`src/rtl/acp_pkg.sv`:
```
package acp_pkg;
  // serial frame layout (fixed by the protocol)
  localparam int FRAME_W  = 16;
  localparam int ADDR_W   = 4;
  localparam int HDR_BITS = 6;            // address + direction + spare
  localparam int CNT_W    = 5;
  localparam logic [CNT_W-1:0] CNT_FULL = CNT_W'(FRAME_W);
  localparam logic [CNT_W-1:0] CNT_HDR  = CNT_W'(HDR_BITS - 1);

  typedef enum logic {DIR_WRITE = 1'b0, DIR_READ = 1'b1} dir_e;

  typedef struct packed {
    logic [ADDR_W-1:0] addr;
    dir_e              dir;
  } hdr_t;
endpackage

```
`src/rtl/acp_sync.sv`:
```
module acp_sync #(
  parameter int           W       = 1,
  parameter int           STAGES  = 2,
  parameter logic [W-1:0] RST_VAL = '0
) (
  input  logic         clk,
  input  logic         rst_n,
  input  logic [W-1:0] d,
  output logic [W-1:0] q
);
  logic [W-1:0] stage_q [STAGES];

  always_ff @(posedge clk or negedge rst_n) begin
    if (!rst_n) begin
      for (int i = 0; i < STAGES; i++) stage_q[i] <= RST_VAL;
    end else begin
      stage_q[0] <= d;
      for (int i = 1; i < STAGES; i++) stage_q[i] <= stage_q[i-1];
    end
  end

  assign q = stage_q[STAGES-1];
endmodule

```
`src/rtl/acp_frame_rx.sv`:
```
module acp_frame_rx
  import acp_pkg::*;
#(
  parameter int CTRL_W = 10
) (
  input  logic              clk,
  input  logic              rst_n,
  input  logic              sclk_s,
  input  logic              latch_n_s,
  input  logic              sdi_s,
  output logic              sclk_rise,
  output logic              sclk_fall,
  output logic              latch_rise,
  output logic              hdr_valid,
  output hdr_t              hdr,
  output logic              frame_done,
  output logic [ADDR_W-1:0] frame_addr,
  output dir_e              frame_dir,
  output logic [CTRL_W-1:0] frame_data,
  output logic [CNT_W-1:0]  bit_cnt
);
  logic               sclk_d, latch_d;
  logic [FRAME_W-1:0] shift_q;
  logic [CNT_W-1:0]   cnt_q;
  logic               active;

  assign active     = ~latch_n_s;
  assign sclk_rise  = sclk_s & ~sclk_d;
  assign sclk_fall  = ~sclk_s & sclk_d;
  assign latch_rise = latch_n_s & ~latch_d;

  always_ff @(posedge clk or negedge rst_n) begin
    if (!rst_n) begin
      sclk_d  <= 1'b0;
      latch_d <= 1'b1;
      shift_q <= '0;
      cnt_q   <= '0;
    end else begin
      sclk_d  <= sclk_s;
      latch_d <= latch_n_s;
      if (!active) begin
        cnt_q <= '0;
      end else if (sclk_rise) begin
        shift_q <= {shift_q[FRAME_W-2:0], sdi_s};
        if (cnt_q != '1) cnt_q <= cnt_q + 1'b1;
      end
    end
  end

  // header complete when the spare bit (6th) arrives: address and direction
  // already sit in the low five bits of the shifter
  assign hdr_valid = active & sclk_rise & (cnt_q == CNT_HDR);
  assign hdr       = hdr_t'(shift_q[HDR_BITS-2:0]);

  assign frame_done = latch_rise & (cnt_q == CNT_FULL);
  assign frame_addr = shift_q[FRAME_W-1 -: ADDR_W];
  assign frame_dir  = dir_e'(shift_q[FRAME_W-1-ADDR_W]);
  assign frame_data = shift_q[CTRL_W-1:0];
  assign bit_cnt    = cnt_q;
endmodule

```
`src/rtl/acp_peak_hold.sv`:
```
module acp_peak_hold #(
  parameter int SAMPLE_W = 24,
  parameter int PEAK_W   = 6,
  parameter int NUM_CH   = 2
) (
  input  logic                            clk,
  input  logic                            rst_n,
  input  logic                            en,
  input  logic                            smp_valid,
  input  logic [NUM_CH-1:0][SAMPLE_W-1:0] smp,
  input  logic [NUM_CH-1:0]               clr,
  output logic [NUM_CH-1:0][PEAK_W-1:0]   peak_q
);
  localparam int MAG_W = SAMPLE_W - 1;

  // magnitude saturated to MAG_W bits, then its top PEAK_W bits
  function automatic logic [PEAK_W-1:0] peak_code(input logic [SAMPLE_W-1:0] s);
    logic [SAMPLE_W-1:0] mag;
    logic [MAG_W-1:0]    sat;
    mag = s[SAMPLE_W-1] ? (~s + 1'b1) : s;
    sat = mag[SAMPLE_W-1] ? '1 : mag[MAG_W-1:0];
    return sat[MAG_W-1 -: PEAK_W];
  endfunction

  for (genvar c = 0; c < NUM_CH; c++) begin : g_ch
    logic [PEAK_W-1:0] code;
    assign code = peak_code(smp[c]);

    always_ff @(posedge clk or negedge rst_n) begin
      if (!rst_n) begin
        peak_q[c] <= '0;
      end else if (clr[c]) begin
        peak_q[c] <= '0;
      end else if (en && smp_valid && (code > peak_q[c])) begin
        peak_q[c] <= code;
      end
    end
  end
endmodule

```
`src/rtl/acp_regfile.sv`:
```
module acp_regfile
  import acp_pkg::*;
#(
  parameter int CTRL_W   = 10,
  parameter int PEAK_W   = 6,
  parameter int NUM_CTRL = 3,
  parameter int NUM_CH   = 2
) (
  input  logic                            clk,
  input  logic                            rst_n,
  input  logic                            wr_en,
  input  logic [ADDR_W-1:0]               wr_addr,
  input  logic [CTRL_W-1:0]               wr_data,
  input  logic [ADDR_W-1:0]               rd_addr,
  input  logic [NUM_CH-1:0][PEAK_W-1:0]   peak,
  output logic [NUM_CTRL-1:0][CTRL_W-1:0] ctrl_q,
  output logic [CTRL_W-1:0]               rd_data
);
  localparam int PAD_W = CTRL_W - PEAK_W;

  for (genvar r = 0; r < NUM_CTRL; r++) begin : g_reg
    always_ff @(posedge clk or negedge rst_n) begin
      if (!rst_n) begin
        ctrl_q[r] <= '0;
      end else if (wr_en && (wr_addr == ADDR_W'(r))) begin
        ctrl_q[r] <= wr_data;
      end
    end
  end

  always_comb begin
    rd_data = '0;
    for (int r = 0; r < NUM_CTRL; r++) begin
      if (rd_addr == ADDR_W'(r)) rd_data = ctrl_q[r];
    end
    for (int c = 0; c < NUM_CH; c++) begin
      if (rd_addr == ADDR_W'(NUM_CTRL + c)) rd_data = {{PAD_W{1'b0}}, peak[c]};
    end
  end
endmodule

```
`src/rtl/acp_tx.sv`:
```
module acp_tx #(
  parameter int CTRL_W = 10
) (
  input  logic              clk,
  input  logic              rst_n,
  input  logic              active,
  input  logic              sclk_fall,
  input  logic              load,
  input  logic [CTRL_W-1:0] load_data,
  output logic              sdo
);
  logic [CTRL_W-1:0] shift_q;
  logic              armed_q;

  always_ff @(posedge clk or negedge rst_n) begin
    if (!rst_n) begin
      shift_q <= '0;
      armed_q <= 1'b0;
      sdo     <= 1'b0;
    end else if (!active) begin
      shift_q <= '0;
      armed_q <= 1'b0;
      sdo     <= 1'b0;
    end else if (load) begin
      shift_q <= load_data;
      armed_q <= 1'b1;
    end else if (sclk_fall) begin
      sdo <= armed_q & shift_q[CTRL_W-1];
      if (armed_q) shift_q <= {shift_q[CTRL_W-2:0], 1'b0};
    end
  end
endmodule

```
`src/rtl/audio_ctl_port.sv`:
```
module audio_ctl_port
  import acp_pkg::*;
#(
  parameter int SAMPLE_W    = 24,
  parameter int CTRL_W      = 10,
  parameter int PEAK_W      = 6,
  parameter int SYNC_STAGES = 2,
  parameter int PEAK_EN_REG = 2,
  parameter int PEAK_EN_BIT = 0
) (
  input  logic                clk,
  input  logic                rst_n,
  input  logic                ctl_sclk,
  input  logic                ctl_latch_n,
  input  logic                ctl_sdi,
  output logic                ctl_sdo,
  input  logic                smp_valid,
  input  logic [SAMPLE_W-1:0] smp_left,
  input  logic [SAMPLE_W-1:0] smp_right,
  output logic [CTRL_W-1:0]   ctrl0_q,
  output logic [CTRL_W-1:0]   ctrl1_q,
  output logic [CTRL_W-1:0]   ctrl2_q
);
  localparam int NUM_CTRL = 3;
  localparam int NUM_CH   = 2;

  // synchronised pins: {sclk, latch_n, sdi}
  logic [2:0] pins_s;
  logic       sclk_s, latch_n_s, sdi_s;

  acp_sync #(.W(3), .STAGES(SYNC_STAGES), .RST_VAL(3'b010)) i_sync (
    .clk(clk), .rst_n(rst_n),
    .d({ctl_sclk, ctl_latch_n, ctl_sdi}), .q(pins_s)
  );
  assign {sclk_s, latch_n_s, sdi_s} = pins_s;

  // named internal events
  logic              sclk_rise, sclk_fall, latch_rise;
  logic              hdr_valid, frame_done;
  hdr_t              hdr;
  logic [ADDR_W-1:0] frame_addr;
  dir_e              frame_dir;
  logic [CTRL_W-1:0] frame_data;
  logic [CNT_W-1:0]  bit_cnt;
  logic              wr_commit, rd_commit, rd_load, peak_en;
  logic [NUM_CH-1:0] peak_clr;
  logic [CTRL_W-1:0] rd_data;
  logic [NUM_CTRL-1:0][CTRL_W-1:0] ctrl_q;
  logic [NUM_CH-1:0][PEAK_W-1:0]   peak_q;

  acp_frame_rx #(.CTRL_W(CTRL_W)) i_rx (
    .clk(clk), .rst_n(rst_n),
    .sclk_s(sclk_s), .latch_n_s(latch_n_s), .sdi_s(sdi_s),
    .sclk_rise(sclk_rise), .sclk_fall(sclk_fall), .latch_rise(latch_rise),
    .hdr_valid(hdr_valid), .hdr(hdr),
    .frame_done(frame_done), .frame_addr(frame_addr), .frame_dir(frame_dir),
    .frame_data(frame_data), .bit_cnt(bit_cnt)
  );

  assign wr_commit = frame_done & (frame_dir == DIR_WRITE);
  assign rd_commit = frame_done & (frame_dir == DIR_READ);
  assign rd_load   = hdr_valid & (hdr.dir == DIR_READ);

  for (genvar c = 0; c < NUM_CH; c++) begin : g_clr
    assign peak_clr[c] = rd_commit & (frame_addr == ADDR_W'(NUM_CTRL + c));
  end

  acp_regfile #(.CTRL_W(CTRL_W), .PEAK_W(PEAK_W), .NUM_CTRL(NUM_CTRL), .NUM_CH(NUM_CH)) i_regs (
    .clk(clk), .rst_n(rst_n),
    .wr_en(wr_commit), .wr_addr(frame_addr), .wr_data(frame_data),
    .rd_addr(hdr.addr), .peak(peak_q),
    .ctrl_q(ctrl_q), .rd_data(rd_data)
  );

  assign peak_en = ctrl_q[PEAK_EN_REG][PEAK_EN_BIT];

  acp_peak_hold #(.SAMPLE_W(SAMPLE_W), .PEAK_W(PEAK_W), .NUM_CH(NUM_CH)) i_peak (
    .clk(clk), .rst_n(rst_n),
    .en(peak_en), .smp_valid(smp_valid),
    .smp({smp_right, smp_left}), .clr(peak_clr),
    .peak_q(peak_q)
  );

  acp_tx #(.CTRL_W(CTRL_W)) i_tx (
    .clk(clk), .rst_n(rst_n),
    .active(~latch_n_s), .sclk_fall(sclk_fall),
    .load(rd_load), .load_data(rd_data),
    .sdo(ctl_sdo)
  );

  assign ctrl0_q = ctrl_q[0];
  assign ctrl1_q = ctrl_q[1];
  assign ctrl2_q = ctrl_q[2];
endmodule

```
`config.mk`:
```
export PLATFORM = sky130hd
export DESIGN_NAME = audio_ctl_port
export DESIGN_NICKNAME = d
export VERILOG_FILES = /design/src/rtl/acp_pkg.sv /design/src/rtl/acp_sync.sv /design/src/rtl/acp_frame_rx.sv /design/src/rtl/acp_peak_hold.sv /design/src/rtl/acp_regfile.sv /design/src/rtl/acp_tx.sv /design/src/rtl/audio_ctl_port.sv
export SDC_FILE = /design/constraint.sdc
export NUM_CORES = 1
export LEC_CHECK = 0
export BUFFER_PORTS_ARGS = -buffer_cell sky130_fd_sc_hd__clkbuf_2
export CAP_MARGIN = 20
export CORE_MARGIN = 2
export CORE_UTILIZATION = 56
export DETAILED_ROUTE_END_ITERATION = 10
export GPL_TIMING_DRIVEN = 0
export PLACE_DENSITY = 0.91
export SETUP_SLACK_MARGIN = 0.3
export SLEW_MARGIN = 5
export SYNTH_ARGS = -nofsm -noshare
export SYNTH_HDL_FRONTEND = slang
export SYNTH_SLANG_ARGS = --single-unit
```
`constraint.sdc`:
```
create_clock -name clk -period 2.2 [get_ports clk]
set_input_delay 0.33 -clock clk [delete_from_list [all_inputs] [get_ports clk]]
set_output_delay 0.33 -clock clk [all_outputs]
set_load 0.01 [all_outputs]
```
==> summary.txt, run 1 <==
Worst hold path
  • Worst Hold Depth: 1
  • Min-Delay Path Class: input port to register
  • Min-Delay Startpoint: ctl_latch_n
  • Hold Crit Endpoint: i_sync.stage_q[4]

Timing
  • Final setup violation count: 12
  • Hold_ws: 0.0406 ns
  • Final min period: 2.83 ns
  • Worst setup slack after layout: -0.626 ns
  • Final setup TNS: -6.12 ns
  • Number of hold-slack violations in the final timing report: 0
  • Final clock period utilization by the worst path: 128%
  • Unrepaired setup endpoints after global routing: yes
  • Max Clock Freq: 0.354 GHz
  • Max transition margin: 50.0%
  • Count of final max-slew check failures: 0
  • Worst-case clock skew: 0.00782 ns
  • Worst-Margin Slew: 0.744 ns

Global routing
  • Overall fraction of global-route tracks in use: 29.4%
  • Antenna violations before repair: 0
  • First-pass GRT wire length: 19.7 mm
  • Total grt overflow: 0
  • Largest net degree at the start of global routing: 62
  • Via count of the first global-routing pass: 3,999

Detailed routing
  • Routed via count: 4,122
  • First-pass iteration count of the detailed router: 7
  • Drt initial violations: 412
  • Total Wirelength: 14.5 mm
  • Via count normalized by instance count: 6.45
  • Post-detailed-route wirelength per cell: 22.7 um
  • Antenna Violating Nets Remaining: 0
  • Drc violations: 0

Setup path
  • Required time at the worst-slack endpoint: 2.50 ns
  • Critical Path Start Type: input port
  • Category of cells accounting for the largest share of critical-path delay: simple AND/OR/NAND/NOR gates
  • Crit Reg-Reg Startpoint: i_rx.shift_q[15]
  • Crit end category: register
  • Timing startpoint of the critical path: smp_left[15]
  • Largest fanout of any net on the critical path: 6
  • CP most frequent cell: sky130_fd_sc_hd__nand3b_1
  • Crit path max-delay cell type: sky130_fd_sc_hd__or4_4
  • Cell breakdown of the critical path: clkbuf_2 -> or4_4 -> or3_4 -> buf_8 -> nor2_4 -> nand3b_1 -> and2_4 -> ha_4 -> nand3b_1 -> a21o_1 -> a21oi_4 -> nor2b_4 -> a32o_1
  • Length in cells of the worst reg-to-reg path: 5
  • Crit path DAT: 3.13 ns
  • Destination of the worst register-to-register timing path: i_peak.peak_q[0]
  • Total buffers and inverters traversed by the critical path: 2
  • Flop2flop setup slack: 0.06 ns
  • Maximum cell stage delay along the critical path: 0.54 ns
  • Path type of the worst setup path: input port to register

Clocking
  • Clk Latency, worst-skew pair: 0.37 ns
  • Clock tree from TritonCTS: built
  • Clock Path Buffers: 2
  • Total clock buffers created by CTS: 9
  • Clock transition at the registers of the reported paths: 0.09 ns
  • Clk sinks: 83
  • H-tree depth: 3
  • CTS Root Buffer Type: sky130_fd_sc_hd__clkbuf_8

Synth
  • Distinct cell type count after synthesis: 61
  • Prevailing post-synth register cell: sky130_fd_sc_hd__dfrtp_1
  • Top-area cell type share of the netlist area: 44.5%
  • Cell count after synthesis: 395
  • Area contributors post-synth: sky130_fd_sc_hd__dfrtp_1, sky130_fd_sc_hd__mux2_2, sky130_fd_sc_hd__ha_1
  • Yosys warning count: 0
  • Sequential share of the synthesized area: 46.2%
  • Post-synth EDFFs: 0
  • Top cell types by occurrence after synthesis: sky130_fd_sc_hd__dfrtp_1, sky130_fd_sc_hd__mux2_2, sky130_fd_sc_hd__nor2_1
  • FF+latch count, synth: 83
  • Async SR Flop Fraction: 100%
  • Post-Synthesis Net Count: 465
  • Synthesized cell area: 0.00450 mm^2
  • Cell type with the highest aggregate area in the netlist: sky130_fd_sc_hd__dfrtp_1
  • Most frequent cell after synthesis: sky130_fd_sc_hd__dfrtp_1
  • Mean post-synth cell area: 11.4 um^2

Floorplanning
  • FP Rows: 32
  • Core area: 0.00777 mm^2
  • Top-level I/O count: 85
  • Chip Height: 93.6 um
  • Area of the die: 0.00877 mm^2
  • Starting utilization of the core area: 57.9%
  • Horizontal extent of the die: 93.6 um

Power and ir drop
  • Max IR drop VDD: 0.000728 V
  • Total power divided by cell area: 609 mW/mm^2
  • Static power due to leakage: 2.86 nW

Finish
  • Synth-to-Final Area Change: 37.4%
  • Ratio of cells with drive above 1 in the final layout: 53.4%
  • Final standard cell utilization of the core: 79.6%
  • Total number of nets in the final design: 602
  • Total non-filler cell area in the finished layout: 0.00618 mm^2
  • Antenna diodes: 0

Placement
  • Post-detailed-placement cell area: 0.00516 mm^2
  • RePlAce Congestion: 0.923
  • Post-detail-place hpwl: 7.86 mm
  • Minimum setup slack after placement: -1.02 ns
  • Count of input and output buffers: 83

Outcome
  • Violated checks: negative setup slack
  • Run status: complete, but fails checks

Flow run
  • Number of violations of the max-capacitance limit: 0
## repair_timing
| item | CTS | global route |
|---|---|---|
| pin swaps | 23 | 42 |
| setup endpoints to repair | 64 | 53 |
| gates resized for setup | 61 | 61 |
| endpoints found under the hold margin | 19 | 0 |
| cloned | 3 | 1 |
| hold buffers | 1 | 0 |
| buffers inserted | 18 | 19 |
## cell usage in the layout, fill, tap and decap left out, types with 5 or more instances in the layout
| cell type | instances |
|---|---|
| sky130_fd_sc_hd__mux4_2 | 6 |
| sky130_fd_sc_hd__buf_6 | 8 |
| sky130_fd_sc_hd__nand3_1 | 7 |
| sky130_fd_sc_hd__clkbuf_2 | 85 |
| sky130_fd_sc_hd__inv_1 | 18 |
| sky130_fd_sc_hd__a22oi_2 | 5 |
| sky130_fd_sc_hd__clkbuf_1 | 5 |
| sky130_fd_sc_hd__a22o_1 | 14 |
| sky130_fd_sc_hd__mux2_2 | 31 |
| sky130_fd_sc_hd__nor2_1 | 33 |
| sky130_fd_sc_hd__buf_8 | 5 |
| sky130_fd_sc_hd__nor3_1 | 8 |
| sky130_fd_sc_hd__o21ai_0 | 6 |
| sky130_fd_sc_hd__dfrtp_1 | 79 |
| sky130_fd_sc_hd__buf_4 | 34 |
| sky130_fd_sc_hd__nand2_1 | 15 |
| sky130_fd_sc_hd__clkbuf_8 | 9 |
| sky130_fd_sc_hd__a211oi_2 | 6 |
| sky130_fd_sc_hd__ha_4 | 7 |
| sky130_fd_sc_hd__mux2_4 | 19 |
| sky130_fd_sc_hd__ha_1 | 9 |
| sky130_fd_sc_hd__a21o_1 | 7 |
## where the power goes
| part | leakage, nW | internal, mW | switching [mW] |
|---|---|---|---|
| clock network | 0.114 | 0.647 | 0.598 |
| logic | 1.62 | 0.335 | 0.491 |
| registers | 1.12 | 1.60 | 0.0961 |
| total | 2.86 | 2.58 | 1.19 |
## worst max-delay path by stage
stage / slack (ns) / end / depth (start not counted)
floorplan: -0.65 / i_peak.peak_q[6] / 9
global placement: -0.92 / i_peak.peak_q[6] / 11
detailed placement: -1.02 / i_peak.peak_q[6] / 11
CTS: -0.49 / i_peak.peak_q[2] / 12
global route: -0.63 / i_peak.peak_q[2] / 12
finish: -0.63 / i_peak.peak_q[2] / 13
## cell families after synthesis
| kind of cell | after synthesis | share of synthesized area [%] |
|---|---|---|
| adders and majority gates | 16 | 4.45 |
| DFF | 83 | 46.2 |
| xor gates and xnor gates | 3 | 0.584 |
| AOI/OAI and AO/OA | 83 | 15.1 |
| and+or+nand+nor | 116 | 14.5 |
| muxes | 57 | 15.7 |
| buffers and inverters | 37 | 3.42 |
## through the flow
step | cells | total power [mW]
2_1_floorplan | 395 | 2.11
3_3_place_gp | 580 | 2.30
3_5_place_dp | 581 | 2.36
4_1_cts | 619 | 3.61
5_1_grt | 639 | 3.88
6_report | 639 | 3.77
## metal layers
| metal | up-vias | track usage (%) | wire length, um |
|---|---|---|---|
| met4 | 0 | 12.1 | 591 |
| met5 | - | 0 | 0 |
| met3 | 63 | 5.00 | 991 |
| met2 | 241 | 51.0 | 7360 |
| li1 | 1752 | - | - |
| met1 | 2066 | 36.7 | 5590 |
## registers in the layout, indices dropped and copies added (netlist names)
signal          flops
i_regs.ctrl_q      30
i_tx.shift_q       10
i_rx.latch_d        1
i_tx.sdo            1
i_rx.shift_q       16
i_sync.q            3
i_peak.peak_q      12
i_rx.sclk_d         1
i_rx.bit_cnt        5
i_tx.armed_q        1
i_sync.stage_q      3
## layout make-up
type | instances | area [um^2]
well taps | 102 | 128
clock inverters | 7 | 100
repair buffers | 126 | 798
inverters | 20 | 75.1
flip-flops and latches | 83 | 2080
clock buffers | 9 | 124
plain buffers | 17 | 129
multi-input cells | 275 | 2750
fillers | 414 | 1580
Note: power is estimated with default switching activity, not from simulation.
==> inputs of run 2 (changes only) <==
- SKIP_CTS_REPAIR_TIMING: default -> 1
==> run 2 against run 1 <==
Effect of this change:
- total power shrank 0.89%
- non-clock buffer count is 13 lower
- clock-buffer cell count did not move
- final cell count is 1.9% lower
- the flow still finishes with violations (negative setup slack)
- sequential power barely moved
- largest cell class unchanged
- sequential share of layout area rose by 0.55 points
- utilization fell by 1.2 points
- flip-flop and latch count stayed put
- critical path depth down 1
- wire length shrank 2.3%
- maximum frequency is 1.9% lower
- die area did not move
- critical path type unchanged
==> summary.txt, run 2 (synthesis results as in run 1) <==
Outcome
  • Run status: complete, but fails checks
  • Violated checks: negative setup slack

Timing
  • Final setup TNS: -7.05 ns
  • Number of hold-slack violations in the final timing report: 0
  • Worst setup slack after layout: -0.681 ns
  • Final min period: 2.88 ns
  • Count of final max-slew check failures: 0
  • Final setup violation count: 12
  • Worst-Margin Slew: 0.780 ns
  • Max Clock Freq: 0.347 GHz
  • Unrepaired setup endpoints after global routing: yes
  • Worst-case clock skew: 0.00966 ns
  • Hold_ws: 0.0411 ns
  • Final clock period utilization by the worst path: 131%
  • Max transition margin: 47.6%

Clocking
  • Clock Path Buffers: 2
  • Clock tree from TritonCTS: built
  • CTS Root Buffer Type: sky130_fd_sc_hd__clkbuf_8
  • Clk Latency, worst-skew pair: 0.37 ns
  • Clock transition at the registers of the reported paths: 0.09 ns
  • H-tree depth: 3
  • Clk sinks: 83
  • Total clock buffers created by CTS: 9

Detailed routing
  • Drt initial violations: 371
  • Via count normalized by instance count: 6.54
  • Total Wirelength: 14.2 mm
  • Antenna Violating Nets Remaining: 0
  • First-pass iteration count of the detailed router: 5
  • Drc violations: 0
  • Routed via count: 4,101
  • Post-detailed-route wirelength per cell: 22.6 um

Global routing
  • First-pass GRT wire length: 17.2 mm
  • Total grt overflow: 0
  • Largest net degree at the start of global routing: 62
  • Antenna violations before repair: 0
  • Met3 track utilization from global routing: 3.87%
  • Routing layer with the top usage in global route: met2
  • Overall fraction of global-route tracks in use: 25.3%
  • Met1 global-route usage: 31.5%
  • Via count of the first global-routing pass: 3,651
  • Met2 usage in global routing: 43.2%

Setup path
  • Crit path DAT: 3.18 ns
  • Required time at the worst-slack endpoint: 2.50 ns
  • Crit end category: register
  • Largest fanout of any net on the critical path: 6
  • Critical Path Start Type: input port
  • Path type of the worst setup path: input port to register

Flow run
  • Number of violations of the max-capacitance limit: 0

Finish
  • Fillers: 417
  • Leading cell types in the layout, fill and taps excluded: sky130_fd_sc_hd__clkbuf_2, sky130_fd_sc_hd__dfrtp_1, sky130_fd_sc_hd__nor2_1
  • Synth-to-Final Area Change: 35.3%
  • Total non-filler cell area in the finished layout: 0.00609 mm^2
  • Largest registers: i_regs.ctrl_q: 30 flops, i_rx.shift_q: 16 flops, i_peak.peak_q: 12 flops
  • Total number of nets in the final design: 590
  • Antenna diodes: 0
  • Ratio of cells with drive above 1 in the final layout: 50.3%
  • Final standard cell utilization of the core: 78.4%
  • Leading cell type in the layout, fill and taps excluded: sky130_fd_sc_hd__clkbuf_2
  • Top reg by flops: i_regs.ctrl_q
  • Flip-flop count of the largest register, all copies and words added: 30

Power and ir drop
  • Sequential share of power: 45.5%
  • Net Sw Frac: 31.3%
  • Max IR drop VDD: 0.000687 V
  • Total power divided by cell area: 613 mW/mm^2
  • Static power due to leakage: 2.84 nW
  • Switching power summed over all nets: 1.17 mW
  • Int Pwr: 2.57 mW
  • Combinational cell fraction of total power: 21.1%
  • Total power: 3.73 mW
  • Clock network fraction of design power: 33.4%

Floorplanning
  • Horizontal extent of the die: 93.6 um
  • Chip Height: 93.6 um
  • Top-level I/O count: 85
  • Area of the die: 0.00877 mm^2
  • FP Rows: 32
  • Starting utilization of the core area: 57.9%
  • Core area: 0.00777 mm^2

Worst hold path
  • Min-Delay Path Class: input port to register

Placement
  • Count of input and output buffers: 83
  • RePlAce Congestion: 0.923
  • Post-detailed-placement cell area: 0.00516 mm^2
  • Post-detail-place hpwl: 7.86 mm
run 2: area by class of cell:
type	instances	area, um^2	share of cell area (%)
clock buffer	9	124	2.03
timing repair buffer	113	691	11.3
clock inverter	7	100	1.64
tap	102	128	2.10
multi-input combinational	276	2770	45.5
buffer	17	120	1.97
inverter	20	75.1	1.23
sequential	83	2080	34.2
run 2: per-stage QoR:
stage / worst slack, ns / cells
floorplan: -0.654 / 395
global placement: -0.924 / 580
detailed placement: -1.02 / 581
CTS: -0.664 / 597
global route: -0.763 / 627
finish: -0.681 / 627
run 2: power by group through the flow:
stage               Sequential (mW)  Clock (mW)  Combinational, mW
floorplan                      1.68           0              0.428
global placement               1.70           0              0.604
detailed placement             1.71           0              0.649
CTS                            1.68        1.22              0.654
global route                   1.71        1.30              0.843
finish                         1.70        1.25              0.787
run 2: worst max-delay path: stages:
cell and delay, ns:
sky130_fd_sc_hd__clkbuf_2 0.08, sky130_fd_sc_hd__or4_4 0.53, sky130_fd_sc_hd__or3_4 0.38, sky130_fd_sc_hd__buf_8 0.15
sky130_fd_sc_hd__o311ai_4 0.29, sky130_fd_sc_hd__o21a_1 0.23, sky130_fd_sc_hd__ha_4 0.16, sky130_fd_sc_hd__nand3_2 0.11
sky130_fd_sc_hd__a21o_1 0.22, sky130_fd_sc_hd__a21oi_4 0.23, sky130_fd_sc_hd__nor2b_4 0.26, sky130_fd_sc_hd__a22o_1 0.20
run 2: per-layer routing:
metal	routed length [um]	share of wire, %
met1	5530	39
met2	6980	49
met3	966	6.8
met4	717	5.1
met5	0	0
run 2: worst paths after layout:
check | start | to | slack [ns] | cells after the start
hold / removal | ctl_latch_n | i_sync.stage_q[4] | 0.04 | 1
hold reg to reg | i_sync.stage_q[5] | i_sync.q[2] | 0.36 | 0
setup / recovery | smp_left[15] | i_peak.peak_q[3] | -0.68 | 12
min in group asynchronous | rst_n | i_regs.ctrl_q[9] | 0.42 | 2
setup reg to reg | i_rx.bit_cnt[3] | i_regs.ctrl_q[13] | 0 | 7
max in group asynchronous | rst_n | i_regs.ctrl_q[6] | 1.16 | 3
